## src/rtl/nand_seq_pkg.sv

```systemverilog
// Shared constants and types for the NAND command/address sequencer.
// Assumes at most five address cycles and a 16-bit operation code.
package nand_seq_pkg;
    localparam int PROG_W    = 16;
    localparam int ADDR_MAX  = 5;
    localparam int CNT_W     = 3;
    localparam int LO_BYTES  = 4;
    localparam int SLOTS     = 2 ** CNT_W;

    localparam int OP_READ       = 0;
    localparam int OP_ERASE      = 2;
    localparam int OP_STATUS     = 3;
    localparam int OP_PROGRAM    = 4;
    localparam int OP_READ_ID    = 6;
    localparam int OP_PARAM      = 7;
    localparam int OP_RESET      = 8;
    localparam int OP_GET_FEAT   = 9;
    localparam int OP_SET_FEAT   = 10;
    localparam int OP_STATUS_ENH = 12;

    typedef struct packed {
        logic             valid;
        logic [CNT_W-1:0] n_addr;
        logic             cmd2_now;
        logic             instant;
    } op_attr_t;

    typedef enum logic [1:0] {SRC_MAIN, SRC_SPARE, SRC_TAIL} seq_src_e;
endpackage

```

## src/rtl/nand_op_decode.sv

```systemverilog
// Maps a one-hot operation code onto its address-cycle count, its
// second-command rule and whether it completes without a data phase.
// Assumes anything not in the table is unsupported (valid = 0).
module nand_op_decode
    import nand_seq_pkg::*;
(
    input  logic [PROG_W-1:0] code,
    output op_attr_t          attr
);
    localparam logic [PROG_W-1:0] ONE = 1;

    // Table lookup of per-operation attributes
    always_comb begin
        attr = '0;
        case (code)
            ONE << OP_READ:       attr = '{1'b1, 3'd5, 1'b1, 1'b0};
            ONE << OP_ERASE:      attr = '{1'b1, 3'd3, 1'b1, 1'b1};
            ONE << OP_STATUS:     attr = '{1'b1, 3'd0, 1'b0, 1'b0};
            ONE << OP_PROGRAM:    attr = '{1'b1, 3'd5, 1'b0, 1'b0};
            ONE << OP_READ_ID:    attr = '{1'b1, 3'd1, 1'b0, 1'b0};
            ONE << OP_PARAM:      attr = '{1'b1, 3'd1, 1'b0, 1'b0};
            ONE << OP_RESET:      attr = '{1'b1, 3'd0, 1'b0, 1'b1};
            ONE << OP_GET_FEAT:   attr = '{1'b1, 3'd1, 1'b0, 1'b0};
            ONE << OP_SET_FEAT:   attr = '{1'b1, 3'd1, 1'b0, 1'b0};
            ONE << OP_STATUS_ENH: attr = '{1'b1, 3'd3, 1'b0, 1'b0};
            default:              attr = '0;
        endcase
    end
endmodule

```

## src/rtl/nand_addr_pick.sv

```systemverilog
// Builds the ordered address byte slots: the low register supplies
// slots 0..LO_BYTES-1 (LSB first), the high register's low byte fills
// the next slot, remaining slots read zero.
module nand_addr_pick
    import nand_seq_pkg::*;
(
    input  logic [31:0]            lo_word,
    input  logic [31:0]            hi_word,
    output logic [SLOTS-1:0][7:0]  bytes
);
    for (genvar g = 0; g < SLOTS; g++) begin : g_slot
        if (g < LO_BYTES) begin : g_lo
            assign bytes[g] = lo_word[8*g +: 8];
        end else if (g == LO_BYTES) begin : g_hi
            assign bytes[g] = hi_word[7:0];
        end else begin : g_zero
            assign bytes[g] = 8'h00;
        end
    end
endmodule

```

## src/rtl/nand_strobe_seq.sv

```systemverilog
// Cycle engine: on launch it captures the bytes of one burst and plays
// command 1, n address bytes and optionally command 2, one clock per
// byte with a one-clock gap. A tail launch plays only command 2.
// Assumes launch is never raised while active.
module nand_strobe_seq
    import nand_seq_pkg::*;
(
    input  logic                   clk,
    input  logic                   rst_n,
    input  logic                   launch,
    input  logic [CNT_W-1:0]       l_n_addr,
    input  logic                   l_cmd2,
    input  logic                   l_tail,
    input  logic [7:0]             l_c1,
    input  logic [7:0]             l_c2,
    input  logic [SLOTS-1:0][7:0]  l_bytes,
    output logic                   stb,
    output logic                   cle,
    output logic                   ale,
    output logic [7:0]             io,
    output logic                   active,
    output logic                   last_stb
);
    logic                  active_q, gap_q, cmd2_q, tail_q;
    logic [CNT_W-1:0]      idx_q, nadr_q;
    logic [7:0]            c1_q, c2_q;
    logic [SLOTS-1:0][7:0] ab_q;
    logic [CNT_W:0]        last_idx;
    logic [CNT_W-1:0]      aidx;
    logic                  is_c1, is_adr, is_last;

    // Decode which kind of byte the current slot carries
    always_comb begin
        last_idx = {1'b0, nadr_q} + {{CNT_W{1'b0}}, cmd2_q};
        is_last  = tail_q || ({1'b0, idx_q} == last_idx);
        is_c1    = !tail_q && (idx_q == '0);
        is_adr   = !tail_q && (idx_q != '0) && (idx_q <= nadr_q);
        aidx     = idx_q - 1'b1;
    end

    // Step through slots with an idle gap between bytes
    always_ff @(posedge clk) begin
        if (!rst_n) begin
            active_q <= 1'b0;
            gap_q    <= 1'b0;
            idx_q    <= '0;
            nadr_q   <= '0;
            cmd2_q   <= 1'b0;
            tail_q   <= 1'b0;
            c1_q     <= '0;
            c2_q     <= '0;
            ab_q     <= '0;
        end else if (launch) begin
            active_q <= 1'b1;
            gap_q    <= 1'b0;
            idx_q    <= '0;
            nadr_q   <= l_n_addr;
            cmd2_q   <= l_cmd2;
            tail_q   <= l_tail;
            c1_q     <= l_c1;
            c2_q     <= l_c2;
            ab_q     <= l_bytes;
        end else if (active_q) begin
            if (!gap_q) begin
                if (is_last) active_q <= 1'b0;
                else         gap_q    <= 1'b1;
            end else begin
                gap_q <= 1'b0;
                idx_q <= idx_q + 1'b1;
            end
        end
    end

    // Drive the bus from the current slot
    always_comb begin
        stb      = active_q && !gap_q;
        cle      = stb && !is_adr;
        ale      = stb && is_adr;
        io       = !stb ? 8'h00 : is_c1 ? c1_q : is_adr ? ab_q[aidx] : c2_q;
        active   = active_q;
        last_stb = stb && is_last;
    end

    // a byte cycle is always followed by an idle clock
    p_gap_after_byte_r4: assert property (@(posedge clk) disable iff (!rst_n)
        stb |=> !stb);

    // each burst opens with a command-latch cycle
    p_burst_opens_cle_r4: assert property (@(posedge clk) disable iff (!rst_n)
        $rose(active_q) |-> cle);
endmodule

```

## src/rtl/nand_cmd_seq.sv

```systemverilog
// Top of the NAND command/address sequencer. Holds the pending
// operation code, accepts or rejects program writes, chooses what
// the cycle engine plays (main operation, spare-area burst, or the
// closing command of a page program) and raises completion.
// Assumes the data path signals phase_done once per pending operation.
module nand_cmd_seq
    import nand_seq_pkg::*;
#(
    parameter int NUM_CS = 4
) (
    input  logic              clk,
    input  logic              rst_n,
    input  logic              prog_wr,
    input  logic [15:0]       prog_wdata,
    input  logic [31:0]       cmd_reg,
    input  logic [31:0]       addr1_reg,
    input  logic [31:0]       addr2_reg,
    input  logic              spare_go,
    input  logic [31:0]       spare_reg,
    input  logic [31:0]       ecc_reg,
    input  logic              phase_done,
    output logic              nand_cle,
    output logic              nand_ale,
    output logic              nand_stb,
    output logic [7:0]        nand_io,
    output logic [NUM_CS-1:0] nand_ce_n,
    output logic              busy,
    output logic              xfer_done,
    output logic              addr_overrun,
    output logic [15:0]       op_pending
);
    localparam int CS_W = 2;

    op_attr_t              attr;
    logic [PROG_W-1:0]     pend_q;
    logic                  instant_q, done_q, ovr_q;
    logic [CS_W-1:0]       cs_q;
    logic [7:0]            prog_c2_q;
    seq_src_e              src_q;
    logic [SLOTS-1:0][7:0] main_bytes, spare_bytes;
    logic                  active, last_stb;
    logic                  accept_new, clear_zero, phase_act, tail_launch;
    logic                  data_finish, spare_launch, launch;
    logic [CNT_W-1:0]      sp_n, sp_eff, l_n_addr;
    logic                  sp_over, l_cmd2, l_tail;
    logic [7:0]            l_c1, l_c2;
    logic [SLOTS-1:0][7:0] l_bytes;
    logic [3:0]            ale_cnt_q;

    nand_op_decode u_decode (.code(prog_wdata), .attr(attr));

    nand_addr_pick u_pick_main  (.lo_word(addr1_reg), .hi_word(addr2_reg), .bytes(main_bytes));
    nand_addr_pick u_pick_spare (.lo_word(ecc_reg),   .hi_word(addr2_reg), .bytes(spare_bytes));

    // Arbitrate program writes, data-phase end and spare requests
    always_comb begin
        accept_new   = prog_wr && attr.valid && (pend_q == '0) && !active;
        clear_zero   = prog_wr && (prog_wdata == '0) && !active;
        phase_act    = phase_done && !prog_wr && !active && (pend_q != '0);
        tail_launch  = phase_act && pend_q[OP_PROGRAM];
        data_finish  = phase_act && !pend_q[OP_PROGRAM];
        spare_launch = spare_go && !prog_wr && !phase_done && !active;
        launch       = accept_new || spare_launch || tail_launch;
        sp_n         = spare_reg[30:28];
        sp_over      = sp_n > CNT_W'(ADDR_MAX);
        sp_eff       = sp_over ? CNT_W'(ADDR_MAX) : sp_n;
    end

    // Select the burst description handed to the cycle engine
    always_comb begin
        if (spare_launch) begin
            l_n_addr = sp_eff;
            l_cmd2   = 1'b1;
            l_tail   = 1'b0;
            l_c1     = spare_reg[7:0];
            l_c2     = spare_reg[15:8];
            l_bytes  = spare_bytes;
        end else if (tail_launch) begin
            l_n_addr = '0;
            l_cmd2   = 1'b1;
            l_tail   = 1'b1;
            l_c1     = 8'h00;
            l_c2     = prog_c2_q;
            l_bytes  = '0;
        end else begin
            l_n_addr = attr.n_addr;
            l_cmd2   = attr.cmd2_now;
            l_tail   = 1'b0;
            l_c1     = cmd_reg[7:0];
            l_c2     = cmd_reg[15:8];
            l_bytes  = main_bytes;
        end
    end

    nand_strobe_seq u_seq (
        .clk      (clk),
        .rst_n    (rst_n),
        .launch   (launch),
        .l_n_addr (l_n_addr),
        .l_cmd2   (l_cmd2),
        .l_tail   (l_tail),
        .l_c1     (l_c1),
        .l_c2     (l_c2),
        .l_bytes  (l_bytes),
        .stb      (nand_stb),
        .cle      (nand_cle),
        .ale      (nand_ale),
        .io       (nand_io),
        .active   (active),
        .last_stb (last_stb)
    );

    // Pending operation, chip select and completion bookkeeping
    always_ff @(posedge clk) begin
        if (!rst_n) begin
            pend_q    <= '0;
            instant_q <= 1'b0;
            done_q    <= 1'b0;
            ovr_q     <= 1'b0;
            cs_q      <= '0;
            prog_c2_q <= '0;
            src_q     <= SRC_MAIN;
        end else begin
            done_q <= 1'b0;
            ovr_q  <= spare_launch && sp_over;
            if (accept_new) begin
                pend_q    <= prog_wdata;
                instant_q <= attr.instant;
                cs_q      <= addr2_reg[31:30];
                prog_c2_q <= cmd_reg[15:8];
                src_q     <= SRC_MAIN;
            end else if (clear_zero) begin
                pend_q <= '0;
            end else if (spare_launch) begin
                cs_q  <= addr2_reg[31:30];
                src_q <= SRC_SPARE;
            end else if (tail_launch) begin
                src_q <= SRC_TAIL;
            end else if (data_finish) begin
                pend_q <= '0;
                done_q <= 1'b1;
            end
            if (last_stb && ((src_q == SRC_TAIL) || (src_q == SRC_MAIN && instant_q))) begin
                pend_q <= '0;
                done_q <= 1'b1;
            end
        end
    end

    for (genvar g = 0; g < NUM_CS; g++) begin : g_ce
        assign nand_ce_n[g] = (cs_q != CS_W'(g));
    end

    assign busy         = active;
    assign xfer_done    = done_q;
    assign addr_overrun = ovr_q;
    assign op_pending   = pend_q;

    // Count address cycles per burst for the limit check
    always_ff @(posedge clk) begin
        if (!rst_n || launch) ale_cnt_q <= '0;
        else if (nand_ale)    ale_cnt_q <= ale_cnt_q + 1'b1;
    end

    // never more than five address cycles in one burst
    p_addr_limit_r11: assert property (@(posedge clk) disable iff (!rst_n)
        nand_ale |-> (ale_cnt_q < 4'(ADDR_MAX)));

    // pending code is at most one-hot
    p_pending_onehot_r2: assert property (@(posedge clk) disable iff (!rst_n)
        $onehot0(op_pending));

    // completion leaves nothing pending and nothing on the bus
    p_done_clears_r8: assert property (@(posedge clk) disable iff (!rst_n)
        xfer_done |-> (op_pending == '0) && !busy);

    // a nonzero write over a pending code while idle keeps it
    p_reject_hold_r3: assert property (@(posedge clk) disable iff (!rst_n)
        (prog_wr && prog_wdata != '0 && op_pending != '0 && !busy)
        |=> (op_pending == $past(op_pending)));
endmodule

```

## config.mk

```make
export PLATFORM = sky130hd
export DESIGN_NAME = nand_cmd_seq
export DESIGN_NICKNAME = d
export VERILOG_FILES = /design/src/rtl/nand_seq_pkg.sv /design/src/rtl/nand_op_decode.sv /design/src/rtl/nand_addr_pick.sv /design/src/rtl/nand_strobe_seq.sv /design/src/rtl/nand_cmd_seq.sv
export SDC_FILE = /design/constraint.sdc
export NUM_CORES = 1
export LEC_CHECK = 0
export ABC_CLOCK_PERIOD_IN_PS = 3800
export BUFFER_PORTS_ARGS = -buffer_cell sky130_fd_sc_hd__buf_2
export CAP_MARGIN = 20
export CORE_MARGIN = 2
export CORE_UTILIZATION = 45
export DETAILED_ROUTE_END_ITERATION = 12
export GPL_ROUTABILITY_DRIVEN = 0
export PLACE_DENSITY_LB_ADDON = 0.3
export SKIP_LAST_GASP = 1
export SLEW_MARGIN = 25
export SYNTH_ARGS = -nofsm -noshare
export SYNTH_HDL_FRONTEND = slang
export SYNTH_SLANG_ARGS = --single-unit
```

## constraint.sdc

```tcl
create_clock -name clk -period 3.8 [get_ports clk]
set_input_delay 0.38 -clock clk [delete_from_list [all_inputs] [get_ports clk]]
set_output_delay 0.38 -clock clk [all_outputs]
set_load 0.01 [all_outputs]
```

# --- Word level (Yosys, flattened, before mapping) ---
# Index checks and enable logic that the tools add are counted.
word_totals:
  register_bits: 121
  out_inout_bits: 34
  input_bits: 181
  wordCells: 141
op_classes:
  reduce_logical: 52
  add_sub_neg: 3
  bitwise: 2
  eq_ne: 18
  mux: 40
  order_cmp: 3
op_table:
  columns: ["operator", "n"]
  rows:
  - ["$mux W16", 5]
  - ["$mux W40", 2]
  - ["$mux W8", 8]
  - ["$pmux W6 S7", 1]
  - ["$logic_not A16 Y1", 2]
  - ["$bmux W8 S3", 1]
  - ["$logic_and A1 B1 Y1", 23]
  - ["$eq A16 B1 Y1 const B", 1]
  - ["$eq A16 B10 Y1 const B", 1]
  - ["$eq A16 B11 Y1 const B", 1]
  - ["$eq A16 B13 Y1 const B", 1]
  - ["$eq A16 B3 Y1 const B", 1]
  - ["$eq A16 B4 Y1 const B", 1]
  - ["$eq A16 B5 Y1 const B", 1]
  - ["$eq A16 B7 Y1 const B", 1]
  - ["$eq A16 B8 Y1 const B", 1]
  - ["$eq A16 B9 Y1 const B", 1]
  - ["$reduce_bool A16 Y1", 1]
  - ["$mux W1", 15]
  - ["$mux W2", 5]
  - ["$mux W3", 3]
  - ["$logic_not A1 Y1", 7]
  - ["$ne A2 B2 Y1 const B", 3]
  - ["$ne A3 B3 Y1 const B", 2]
  - ["other kinds (19)", 30]

# --- Logic depth before layout (Yosys ltp) ---
logic_depth:
  word_depth: 11
  depth_mapped: 10
  depth_no_buf: 8

# --- Cells and area by module ---
# Synthesis repeated with hierarchy kept, for this count alone.
hier_totals:
  hier_cells: 996
  area_unflattened_um2: 8222.9
modules_own_cells:
  columns: ["mod", "n_inst", "seq_area_each_um2", "area_per_inst_um2", "cells_per_inst"]
  rows:
  - ["nand_strobe_seq", 1, 1801.7, 4499.3, 394]
  - ["nand_cmd_seq", 1, 620.6, 2501.1, 437]
  - ["nand_addr_pick", 2, 0.0, 484.2, 65]
  - ["nand_op_decode", 1, 0.0, 254.0, 35]

# --- Worst setup path after synthesis ---
# OpenSTA, ideal clock, no wires.
synth_timing:
  path_type: "reg2out"
  from: "register u_seq.idx_q[0]"
  to: "output nand_io[0]"
  path_buffers: 1
  t_required_ps: 3420
  setup_slack_ps: 722
  arrival_time_ps: 2698
  stages_incl_launch_ff: 8
  cell_sequence: "dfxtp_1 buf_1 inv_1 ha_1 a32oi_1 nor3_1 nor2_1 a221oi_1"
synth_via:
  elab_chain_cells: 6
  elab_cells_between_ends: 12
  cone_classes: "add/sub (1); order compare (1); mux (5); reduce/logical (5)"
synth_rtl:
  columns: ["item", "line_no", "rtl"]
  rows:
  - ["start: declaration", "nand_strobe_seq.sv:25", "logic [CNT_W-1:0] idx_q, nadr_q;"]
  - ["start signal: assignment", "nand_strobe_seq.sv:69", "idx_q <= idx_q + 1'b1;"]
  - ["$sub A3 B1 Y3", "nand_strobe_seq.sv:38", "aidx = idx_q - 1'b1;"]
  - ["net u_seq.aidx[0]", "nand_strobe_seq.sv:29", "logic [CNT_W-1:0] aidx;"]
  - ["$bmux W8 S3", "nand_strobe_seq.sv:79", "io = !stb ? 8'h00 : is_c1 ? c1_q : is_adr ? ab_q[aidx] : c2_q;"]
  - ["$mux W8 (implied by the code)", "nand_strobe_seq.sv:79", null]
  - ["$mux W8 (3 in a row)", "nand_strobe_seq.sv:79", null]
  - ["end: declaration", "nand_cmd_seq.sv:25", "output logic [7:0] nand_io,"]
# The timed path passes the listed nets, and every way through them passes these cells. The select of a mux whose other input is x is not followed.

# --- Worst setup path in the final report ---
layout_timing:
  from: "register u_seq.nadr_q[1]"
  to: "output nand_io[5]"
layout_via:
  elab_chain_cells: 5
layout_rtl:
  columns: ["item", "line_no", "rtl"]
  rows:
  - ["start: declaration", "nand_strobe_seq.sv:25", null]
  - ["start signal: assignment", "nand_strobe_seq.sv:57", "nadr_q <= l_n_addr;"]
  - ["$le A3 B3 Y1", "nand_strobe_seq.sv:37", "is_adr = !tail_q && (idx_q != '0) && (idx_q <= nadr_q);"]
  - ["$logic_and A1 B1 Y1", "nand_strobe_seq.sv:37", null]
  - ["$mux W8 (3 in a row)", "nand_strobe_seq.sv:79", null]
# No other way between the ends.

==> summary.md <==
| Metric | Value |
|---|---|
| Outcome | `completed` |
| Synth Flop Type | `dfxtp_1` |
| Total iterations of the first detailed-routing run | `5` |
| Maximum clock insertion buffer count | `2` |
| Reg2Reg Depth | `6` |
| RSZ-0062 raised after global routing | `false` |
| Register area | `between 1500 and 2000 um2` |
| Asr flop ratio synth | `0%` |
| Post-Synth Simple-Gate Area | `between 10% and 20%` |
| Tot GR Track Use | `around 24%` |
| Clock share of power | `about two fifths` |
| Synthesized net count | `just over 800` |
| Fin nets | `about 940` |
| Area after DPL | `5960 um2` |
| VDD IR-drop max | `approximately 260 uV` |
| Syn Std Cell Area | `slightly above 5000 um2` |
| Reg2reg end | `u_seq.ab_q[16]$_SDFFE_PN0P_` |
| WHS Path Cells | `3` |
| Post-synth top area share | `37.8%` |
| R2R setup slack | `1.18 ns` |
| Placed insts | `880` |
| Slew margin rel. | `a little over a third` |
| Fillcell total | `roughly 1.1k` |
| Hpwl dp | `10800 um` |
| Critical path capture point | `nand_io[5]` |
| CTS Hold Buffers Added | `0` |
| Switching pwr | `0.000538 W` |
| Largest family of logic cells by synthesized area | `compound AO/OA/AOI/OAI gates` |
| Sequential share of the synthesized area | `between 30% and 40%` |
| Complex-gate fraction of the synthesized area | `between 20% and 30%` |
| Synth Area in Adders | `~1.9%` |
| Row count | `39` |
| CP Capture Type | `primary output` |
| Initial antenna violation count | `1` |
| Flop pwr share | `about 48%` |
| Min cycle time layout | `around 3.2 ns` |
| Finished Cell Area | `6260 um2` |
| EDFF count, synth | `0` |
| Max Slew Vio Count | `0` |
| Worst-margin pin slew | `about 0.95 ns` |
| Worst Path Arrival | `roughly 2.9 ns` |
| Crit Path Max Fanout | `10` |
| Pwr/cell area | `354 nW/um2` |
| Syn Inst Count | `620` |
| Critical path origin | `u_seq.nadr_q[1]$_SDFFE_PN0P_` |
| Worst skew pair latency | `~0.34 ns` |
| GR Overflow Total | `0` |
| Final hold slack | `around 0.28 ns` |
| Max H-tree Level | `3` |
| Largest net degree at the start of global routing | `between 70 and 80` |
| R2r startpoint | `u_seq.active$_SDFF_PN0_` |
| CP cell instances | `inv_1, ha_1, nor2b_1, o21ai_0, a32oi_1, nor3_2, nor2_1, a221oi_1, buf_2` |
| Post-Syn Area per Cell | `8.29 um2` |
| Die Wd | `about 110 um` |
| Initial Util | `between 40 and 50%` |
| Setup violators final | `0` |
| Vias | `5177` |
| Leakage power | `2.78 nW` |
| Highest achievable clock rate | `~0.31 GHz` |
| Cell Int Power | `0.00167 W` |
| CTS Root Cell | `clkbuf_16` |
| Min-delay src | `ecc_reg[28]` |
| Critical path startpoint category | `register` |
| Area of the multi-input gates | `2900 um2` |
| Worst Skew | `0.00972 ns` |
| Logic gate share of total power | `~11%` |
| WP data required | `around 3.4 ns` |
| Switch share | `between 20 and 25%` |
| Clk slew on worst S/H paths | `roughly 0.07 ns` |
| Drt total wl | `around 15000 um` |
| Post-synth top area cell | `dfxtp_1` |
| Post-DRT Antenna Nets | `0` |
| Finished Layout Cells | `approximately 900` |
| Number of DRC markers in iteration 0 | `between 400 and 500` |
| Die ar. | `around 12000 um2` |
| Syn-to-layout area delta | `21.7%` |
| Most numerous cell in the Yosys netlist | `o21ai_0` |
| CTS Buf Count | `9` |
| IO buf count | `163` |
| Post-synth top cells | `124 x o21ai_0, 97 x dfxtp_1, 89 x nand2_1, 49 x a22oi_1, 38 x clkbuf_1` |
| Largest cells by area after synthesis | `dfxtp_1 38%, o21ai_0 12%, a22oi_1 7.2%, nand2_1 6.5%, mux4_2 3.5%` |
| Final hold vios | `0` |
| Syn. warnings | `0` |
| Tot Pwr | `0.00221 W` |
| Synth Area in XOR/XNOR | `between 2 and 3%` |
| # IOs | `215` |
| Netlist cell types | `56` |
| Hold crit path type | `in -> reg` |
| First-pass GRT wire length | `between 20000 and 25000 um` |
| # DRC | `0` |
| Slowest Stage Delay on Critical Path | `0.48 ns` |
| Avg WL per Cell | `~17 um` |
| Yosys reg bits | `between 90 and 100` |
| Vias/cell | `5.78` |
| Crit path kind | `reg -> out` |
| Crit-path slowest cell | `nor3_2` |
| Vias in the first global route | `4943` |
| Post-synthesis mux area share | `under 10%` |
| Fin Setup TNS | `0 ns` |
| MaxCap Viol Count | `0` |
| CTS tree | `yes` |
| Clk sink count | `97` |
| CORE AREA | `~11000 um2` |
| Layout cells sized above 1 | `27.8%` |
| Die height | `about 110 um` |
| Final period util | `a little under nine tenths` |
[how the worst min path moves through the flow]
stage / slack [ns] / end
final: 0.28 / u_seq.ab_q[28]$_SDFFE_PN0P_
after global routing: 0.29 / prog_c2_q[6]$_SDFFE_PN0N_
after CTS: 0.27 / u_seq.ab_q[28]$_SDFFE_PN0P_
after detailed placement: 0.44 / prog_c2_q[6]$_SDFFE_PN0N_
after global placement: 0.44 / prog_c2_q[7]$_SDFFE_PN0N_
after floorplan: 0.43 / prog_c2_q[1]$_SDFFE_PN0N_
[critical path, delay by kind of cell, from the launching register on]
kind,cells,cell delay [ns]
fa+ha+maj,1,0.30
compound gates,3,0.72
flops,1,0.38
simple gates,3,0.84
buf+inv,2,0.27
[layout make-up]
cell class,instances,share of cell area (%)
diodes,1,0.0400
clock buffers,10,3.66
clock inverters,5,1.04
inverters,15,0.900
multi-input cells,456,46.3
flip-flops and latches,97,31.0
well taps,143,2.86
repair buffers,169,14.2
[what timing repair did]
action / 4_1_cts / 5_1_grt
endpoints found under the setup margin: 0 / 4
setup buffers: 0 / 0
gates resized for setup: 0 / 1
[state kept, by name, summed over array words and instances (netlist names)]
register / count
addr_overrun: 1
u_seq.c2_q: 8
src_q: 2
u_seq.nadr_q: 3
u_seq.active: 1
u_seq.gap_q: 1
u_seq.cmd2_q: 1
u_seq.ab_q: 40
instant_q: 1
op_pending: 16
prog_c2_q: 8
xfer_done: 1
u_seq.c1_q: 8
u_seq.idx_q: 3
cs_q: 2
u_seq.tail_q: 1
[placed cells by master (no fill, tap or decap), types with 4 or more instances in the layout]
cell / netlist / final
buf_2: 3 / 163
o21ai_0: 124 / 124
dfxtp_1: 97 / 97
nand2_1: 89 / 89
a22oi_1: 49 / 49
nand3_1: 19 / 19
a21oi_1: 19 / 19
nor2_1: 17 / 16
inv_1: 15 / 15
a22o_1: 11 / 11
and3_1: 10 / 10
nor4_1: 9 / 9
clkbuf_16: 0 / 9
mux4_2: 8 / 8
xor2_1: 8 / 8
a21boi_1: 8 / 8
ha_1: 8 / 8
a221oi_1: 7 / 7
nand2b_1: 5 / 5
xnor2_1: 5 / 5
a21boi_0: 5 / 5
nor3_1: 6 / 5
buf_4: 1 / 4
[cells by family after synthesis]
group	Yosys count
AOI/OAI and AO/OA	244
and+or+nand+nor	181
DFF	97
buffers and inverters	67
xor gates and xnor gates	14
muxes	9
adders and majority gates	8
[power groups by stage]
stage / logic (W) / registers, W / clock network, W
floorplan: 0.000132 / 0.00108 / 0
global placement: 0.000235 / 0.00109 / 0
detailed placement: 0.000239 / 0.00109 / 0
CTS: 0.000240 / 0.00107 / 0.000913
global route: 0.000269 / 0.00107 / 0.000958
finish: 0.000241 / 0.00107 / 0.000900
[per-stage QoR]
stage	setup WS, ns	util, %
4_1_cts	0.265	55.4
2_1_floorplan	0.722	-
6_report	0.569	55.5
3_3_place_gp	0.750	52.8
5_1_grt	0.315	55.5
3_5_place_dp	0.679	52.8
[routing by layer]
| metal | track usage (%) | vias to the layer above | routed length [um] |
|---|---|---|---|
| met4 | 7.42 | 0 | 322 |
| li1 | - | 2524 | - |
| met1 | 32.9 | 2454 | 6640 |
| met5 | 0 | - | 0 |
| met3 | 5.41 | 27 | 951 |
| met2 | 39.3 | 172 | 7130 |
No activity file was read; power rests on OpenSTA's default activity.
